[src/rtl/ocr_pkg.sv]
package ocr_pkg;

    // Synchronized line level together with its one-clock change marker
    typedef struct packed {
        logic level;
        logic toggle;
    } line_ev_t;

    // Mid-bit sample event and the captured value
    typedef struct packed {
        logic fire;
        logic value;
    } strobe_t;

    // Idle timeout expressed in fast clocks
    function automatic int idle_clocks(int bits, int osr);
        return bits * osr;
    endfunction

endpackage

[src/rtl/ocr_sync.sv]
module ocr_sync #(
    parameter int STAGES = 2
) (
    input  logic clk,
    input  logic rst,
    input  logic din,
    output logic dout
);
    logic [STAGES-1:0] chain;

    always_ff @(posedge clk) begin
        if (rst) begin
            chain <= '0;
        end else begin
            chain <= {chain[STAGES-2:0], din};
        end
    end

    assign dout = chain[STAGES-1];

endmodule

[src/rtl/ocr_edge_det.sv]
module ocr_edge_det
    import ocr_pkg::*;
(
    input  logic     clk,
    input  logic     rst,
    input  logic     level,
    output line_ev_t ev
);
    logic prev;

    always_ff @(posedge clk) begin
        if (rst) begin
            prev <= 1'b0;
        end else begin
            prev <= level;
        end
    end

    assign ev.level  = level;
    assign ev.toggle = level ^ prev;

endmodule

[src/rtl/ocr_phase_gen.sv]
module ocr_phase_gen
    import ocr_pkg::*;
#(
    parameter int OSR          = 8,
    parameter int SAMPLE_PHASE = 4
) (
    input  logic     clk,
    input  logic     rst,
    input  line_ev_t ev,
    output strobe_t  stb
);
    localparam int PW = $clog2(OSR);
    localparam logic [PW-1:0] LAST_PH = PW'(OSR - 1);
    localparam logic [PW-1:0] MID_PH  = PW'(SAMPLE_PHASE);

    logic [PW-1:0] ph;
    logic [PW-1:0] ph_nx;

    always_comb begin
        if (ev.toggle) begin
            ph_nx = '0;
        end else if (ph == LAST_PH) begin
            ph_nx = '0;
        end else begin
            ph_nx = ph + 1'b1;
        end
    end

    always_ff @(posedge clk) begin
        if (rst) begin
            ph  <= '0;
            stb <= '0;
        end else begin
            ph       <= ph_nx;
            stb.fire <= (ph_nx == MID_PH);
            if (ph_nx == MID_PH) begin
                stb.value <= ev.level;
            end
        end
    end

    AST_RESTART_SILENT: assert property (@(posedge clk) disable iff (rst)
        ev.toggle |=> !stb.fire);
    AST_SINGLE_PULSE: assert property (@(posedge clk) disable iff (rst)
        stb.fire |=> !stb.fire);
    AST_HOLD_VALUE: assert property (@(posedge clk) disable iff (rst)
        !stb.fire |-> $stable(stb.value));

endmodule

[src/rtl/ocr_activity.sv]
module ocr_activity #(
    parameter int IDLE_CLKS = 256
) (
    input  logic clk,
    input  logic rst,
    input  logic toggle,
    output logic active
);
    localparam int CW = $clog2(IDLE_CLKS + 1);
    localparam logic [CW-1:0] SAT  = CW'(IDLE_CLKS);
    localparam logic [CW-1:0] LIM1 = CW'(IDLE_CLKS - 1);

    logic [CW-1:0] quiet_cnt;

    always_ff @(posedge clk) begin
        if (rst) begin
            quiet_cnt <= SAT;
            active    <= 1'b0;
        end else if (toggle) begin
            quiet_cnt <= '0;
            active    <= 1'b1;
        end else if (quiet_cnt != SAT) begin
            quiet_cnt <= quiet_cnt + 1'b1;
            if (quiet_cnt == LIM1) begin
                active <= 1'b0;
            end
        end
    end

    AST_WAKE_ON_EDGE: assert property (@(posedge clk) disable iff (rst)
        toggle |=> active);
    AST_SLEEP_NOT_ON_EDGE: assert property (@(posedge clk) disable iff (rst)
        $fell(active) |-> !$past(toggle));

endmodule

[src/rtl/ocr_clock_recovery.sv]
module ocr_clock_recovery
    import ocr_pkg::*;
#(
    parameter int OSR          = 8,
    parameter int SYNC_STAGES  = 2,
    parameter int IDLE_BITS    = 32,
    parameter int SAMPLE_PHASE = OSR / 2
) (
    input  logic clk,
    input  logic rst,
    input  logic rx_raw,
    output logic bit_out,
    output logic bit_valid,
    output logic active
);
    localparam int IDLE_CLKS = idle_clocks(IDLE_BITS, OSR);

    logic     rx_sync;
    line_ev_t line_ev;
    strobe_t  sample;

    ocr_sync #(.STAGES(SYNC_STAGES)) u_sync (
        .clk  (clk),
        .rst  (rst),
        .din  (rx_raw),
        .dout (rx_sync)
    );

    ocr_edge_det u_edge (
        .clk   (clk),
        .rst   (rst),
        .level (rx_sync),
        .ev    (line_ev)
    );

    ocr_phase_gen #(.OSR(OSR), .SAMPLE_PHASE(SAMPLE_PHASE)) u_phase (
        .clk (clk),
        .rst (rst),
        .ev  (line_ev),
        .stb (sample)
    );

    ocr_activity #(.IDLE_CLKS(IDLE_CLKS)) u_act (
        .clk    (clk),
        .rst    (rst),
        .toggle (line_ev.toggle),
        .active (active)
    );

    assign bit_out   = sample.value;
    assign bit_valid = sample.fire;

    AST_RESET_QUIET: assert property (@(posedge clk)
        rst |=> (!bit_valid && !active && !bit_out));

endmodule

[config.mk]
export PLATFORM = sky130hd
export DESIGN_NAME = ocr_clock_recovery
export DESIGN_NICKNAME = d
export VERILOG_FILES = /design/src/rtl/ocr_pkg.sv /design/src/rtl/ocr_sync.sv /design/src/rtl/ocr_edge_det.sv /design/src/rtl/ocr_phase_gen.sv /design/src/rtl/ocr_activity.sv /design/src/rtl/ocr_clock_recovery.sv
export SDC_FILE = /design/constraint.sdc
export NUM_CORES = 1
export LEC_CHECK = 0
export BUFFER_PORTS_ARGS = -buffer_cell sky130_fd_sc_hd__buf_4
export CAP_MARGIN = 15
export CORE_UTILIZATION = 38
export CTS_CLUSTER_SIZE = 12
export DETAILED_ROUTE_END_ITERATION = 12
export HOLD_SLACK_MARGIN = 0.05
export PLACE_DENSITY = 0.56
export SKIP_LAST_GASP = 1
export SLEW_MARGIN = 20
export SYNTH_ARGS = -nofsm -noshare
export SYNTH_HDL_FRONTEND = slang
export SYNTH_SLANG_ARGS = --single-unit
[constraint.sdc]
create_clock -name clk -period 1.7 [get_ports clk]
set_input_delay 0.17 -clock clk [delete_from_list [all_inputs] [get_ports clk]]
set_output_delay 0.17 -clock clk [all_outputs]
set_load 0.1 [all_outputs]
# [Word-level counts from Yosys, hierarchy flattened]
# Cells that the tools add are included.
[op_classes] addsub=2 eq_ne=4 mux=7 bitwise=1 reduce_logical=4
[ops] op="2-to-1 mux 9 bit" n=2
[ops] op="adder 9 x 1 -> 9 bit, second input constant" n=1
[ops] op="== test 9 x 8 -> 1 bit, second input constant" n=1
[ops] op="!= test 9 bit, second input constant" n=1
[ops] op="== test 3 bit, second input constant" n=2
[ops] op="2-to-1 mux 3 bit" n=2
[ops] op="nonzero test 2 bit" n=2
[ops] op="adder 3 x 1 -> 3 bit, second input constant" n=1
[ops] op="2-to-1 mux 1 bit" n=3
[ops] op="AND reduction 2 bit" n=1
[ops] op="OR reduction 2 bit" n=1
[ops] op="XOR 1 bit" n=1
[totals] register_bits=18 output_inout_bits=3

# [Longest topological paths before layout]
[depth] depth_word=4 mapped_depth=7 ltp_nobuf=7

# [By module]
# A second synthesis with hierarchy kept.
[unflattened] hier_cells=84 area_unflattened_um2=829.5
[by_module_without_submodules] mod="ocr_activity" instances=1 cells_each=58 area_per_inst_um2=520.5 seq_area_each_um2=200.2
[by_module_without_submodules] mod="ocr_phase_gen" instances=1 cells_each=18 area_per_inst_um2=214.0 seq_area_each_um2=100.1
[by_module_without_submodules] mod="ocr_sync" instances=1 cells_each=4 area_per_inst_um2=52.6 seq_area_each_um2=40.0
[by_module_without_submodules] mod="ocr_edge_det" instances=1 cells_each=4 area_per_inst_um2=42.5 seq_area_each_um2=20.0

# [Worst setup path after synthesis]
# OpenSTA, ideal clock, no wires.
[synth_path] kind="flip-flop to flip-flop" startpoint="register, netlist name u_phase.stb[0]" endpoint="register u_phase.stb[0] (netlist bit)" setup_time_ns=0.068 arrival_ns=1.502 required_time_ns=1.632 slack_ns=0.130 stages_incl_launch_ff=3 path_buffers=0 period_less_slack_ns=1.570 path_cell_list="dfxtp_1 > or4b_1 > nand3_1"
[synth_lines] element="end: declaration" line="ocr_phase_gen.sv:10" rtl="output strobe_t stb"

# [Worst setup path in the final report]
[layout_path] startpoint="register u_act.quiet_cnt[0]" endpoint="register u_act.active"
[layout_via] elab_chain_cells=3
[layout_rtl] element="start: declaration" line="ocr_activity.sv:13" rtl="logic [CW-1:0] quiet_cnt;"
[layout_rtl] element="start signal: assignment" line="ocr_activity.sv:23" rtl="quiet_cnt <= quiet_cnt + 1'b1;"
[layout_rtl] element="== test 9 x 8 -> 1 bit or != test 9 bit (tied branches)" line="ocr_activity.sv:24, ocr_activity.sv:22"
[layout_rtl] element="nonzero test 2 bit (no line)"
[layout_rtl] element="AND reduction 2 bit (no line) (*)"
[layout_rtl] element="end signal: assignment" line="ocr_activity.sv:18" rtl="active <= 1'b0;"
[layout_rtl] element="end signal: assignment" line="ocr_activity.sv:21" rtl="active <= 1'b1;"
[layout_rtl] element="end signal: assignment" line="ocr_activity.sv:25" rtl="active <= 1'b0;"
[layout_rtl] element="end: declaration" line="ocr_activity.sv:7" rtl="output logic active"
# Every way passes the cells marked *; elsewhere a longest branch is shown, timed or not.
# A chain may end at the register's enable or synchronous reset.

==> results.md <==
* Dpl cells at 117
* DP Area at 870 um^2
* Mapped Cells at 86
* Setup_tns at 0 ns
* Clock skew at 0.00318 ns
* Tmin final at 1.55 ns
* Syn Area/Cell at 9.34 um^2
* Period utilisation layout at 91.3%
* Port Buffers at 5
* Synth Cell Area at 803 um^2
* Max Cap Violations at 0
* VDD IR max at 0.467 mV
* Reg clk slew, reported paths at 0.10 ns
* Share of flip-flops with an asynchronous set or reset at 0%
* Pint at 0.000613 W
* RR Startpoint: u_act.quiet_cnt[0]
* GRT Resource Usage Total at 14.8%
* Unique cell type count in the Yosys netlist at 27
* Total CTS buffers at 3
* HP Start: rst
* Area contributors post-synth: dfxtp_1, ha_1, a21oi_1
* Final WL at 1390 um
* Critical path type: flip-flop to flip-flop
* Non-filler cells, final at 121
* Hold path depth at 2
* Flop and latch count out of synthesis at 18
* Die Span Y at 48.0 um
* Worst skew pair latency at 0.29 ns
* Hold Vio Cnt, Final at 0
* Hold endpoint: u_sync.chain[0]
* CP most frequent cell: ha_1
* Post-DRT Antenna Nets at 0
* Dpl hpwl at 999 um
* Top-level port count at 6
* First-pass GRT wire length at 2280 um
* HP Class: input port to flip-flop
* Layout cells sized above 1 at 13.8%
* DR WL/cell at 11.4 um
* Clock power frac at 32.2%
* Leak at 0.367 nW
* Starting density of the core at 40.5%
* Critical path fanouts, max at 5
* Drt pass-1 iters at 4
* FMAX at 644 MHz
* Syn nets at 94
* Yosys top cell by area: dfxtp_1
* Num rows at 16
* Post-route cell area at 907 um^2
* Final setup viols at 0
* TritonCTS clock tree: built
* Final hold slack at 0.0670 ns
* Initial antenna violation count at 0
* Logic gate share of total power at 12.6%
* Post-synth EDFFs at 0
* Synth Flop Type: dfxtp_1
* Largest net degree at the start of global routing at 13
* Grt ovf at 0
* Slowest cell on the critical path: dfxtp_1
* Max-slew violations at 0
* Post-CTS Setup Bufs at 0
* Synthesis warning total at 0
* R2r setup slk at 0.15 ns
* Seq/Total Area, Yosys at 44.9%
* Synth top area share at 44.9%
* Ant. Diodes at 0
* Setup crit end kind: flip-flop
* Vias in the first global route at 533
* Psw at 0.000206 W
* Clk sink count at 18
* DRT iter0 DRCs at 3
* CP arrival at 1.74 ns
* Critical path's largest stage delay at 0.40 ns
* Layout net count at 103
* H-tree depth at 1
* Switching Share at 25.2%
* Clock Path Buffers at 2
* Type of origin of the critical path: flip-flop
* WP data required at 1.89 ns
* RSZ-0062 raised after global routing: no
* Clock Tree Root: clkbuf_4
* FF-to-FF End: u_act.active
* Area grow syn2layout at 12.9%
* Worst reg2reg path depth at 7
* Relative slew slack at 68.1%
* Most common cell in the netlist: dfxtp_1
* Die width at 48.0 um
* Post-synth top cells: dfxtp_1, inv_1, a21oi_1, nand3_1, o21ai_0
* Placer Congestion at 0.744
* Slew @ Worst Pin at 0.478 ns
* Cell area power density at 904 mW/mm^2
* Via count at 602
* DRC errors left at 0
* Vias per inst at 4.98
* Core Region at 0.00198 mm^2
* Cells along the critical path: ha_1, nand3_1, nor3_1, ha_1, inv_1, a211oi_1, nor2_1
* Die area at 0.00230 mm^2
* Reg power frac at 55.2%
* Status: complete, no violations
==> cell usage in the layout, fill, tap and decap left out <==
cell	synthesis	final
or3_1	3	3
clkbuf_4	0	3
nand2b_1	1	1
nand4_1	1	1
nand3_1	6	6
o21ai_1	4	4
buf_4	0	5
xor2_1	2	2
and2b_1	1	1
ha_1	5	5
and4b_1	1	1
xnor2_1	1	1
or4b_4	1	1
a21boi_1	1	1
nor3b_1	1	1
nor2b_1	4	4
or4b_1	2	2
a211oi_1	1	1
nand2_1	1	1
nor3_1	2	2
nor2_1	5	5
dfxtp_2	0	1
clkbuf_8	0	1
dfxtp_1	18	17
o21ai_0	6	6
a21oi_1	6	6
or2b_1	1	1
nor4b_2	2	2
o311ai_0	1	1
inv_1	8	8
==> repair_timing <==
item	4_1_cts	5_1_grt
endpoints found under the setup margin	0	1
resized for setup	0	1
hold buffers	0	0
==> sequential cells by signal (all words and copies together) (netlist names) <==
| name | flops |
|---|---|
| u_act.quiet_cnt | 9 |
| u_phase.ph | 3 |
| u_phase.stb | 2 |
| u_sync.chain | 2 |
| u_act.active | 1 |
| u_edge.prev | 1 |
==> routing by layer <==
layer	global-route usage (%)	part of all wire (%)	wire length, um	vias to the layer above
li1	-	-	-	319
met1	20.7	54	741	276
met2	20.8	44	605	5
met3	2.26	1.8	25	2
met4	10.0	0.94	13	0
met5	0	0	0	-
==> kinds of logic after synthesis <==
logic type               synth area share (%)
AND/OR/NAND/NOR                          26.8
AO/OA/AOI/OAI                            12.9
flip-flops                               44.9
buffers and inverters                    4.36
adder cells (fa/ha/maj)                  7.79
XOR/XNOR                                 3.27
==> critical path, delay by kind of cell (launching register included) <==
kind	cells	cell delay [ns]
buffers and inverters	1	0.04
AOI/OAI and AO/OA	1	0.20
DFF	1	0.40
adders and majority gates	2	0.37
and+or+nand+nor	3	0.43
==> power groups by stage <==
stage               registers (W)  logic [W]  clock network [W]
floorplan                0.000474  0.0000670                  0
global placement         0.000461   0.000105                  0
detailed placement       0.000462   0.000105                  0
CTS                      0.000453   0.000105           0.000272
global route             0.000456   0.000117           0.000289
finish                   0.000453   0.000103           0.000264
==> through the flow <==
step           total power (W)  worst slack [ns]  util, %
2_1_floorplan         0.000541             0.130        -
3_3_place_gp          0.000566             0.175     43.9
3_5_place_dp          0.000567             0.129     43.9
4_1_cts               0.000829             0.114     45.7
5_1_grt               0.000863           0.00349     45.8
6_report              0.000820             0.148     45.8
==> worst max path at each step <==
stage | to | cells after the start | from
floorplan | u_phase.stb[0] | 2 | u_phase.stb[0]
finish | u_act.active | 7 | u_act.quiet_cnt[0]
global placement | u_act.quiet_cnt[8] | 6 | u_act.quiet_cnt[1]
CTS | u_act.active | 7 | u_act.quiet_cnt[0]
detailed placement | u_act.active | 7 | u_act.quiet_cnt[1]
global route | u_act.quiet_cnt[8] | 6 | u_act.quiet_cnt[0]
==> cell type report <==
class	instances	area, um^2
multi-input cells	59	408
fillers	195	1070
inverters	8	30.0
well taps	27	33.8
flip-flops and latches	18	362
clock buffers	4	36.3
repair buffers	5	37.5
(Power assumes the default switching activity.)
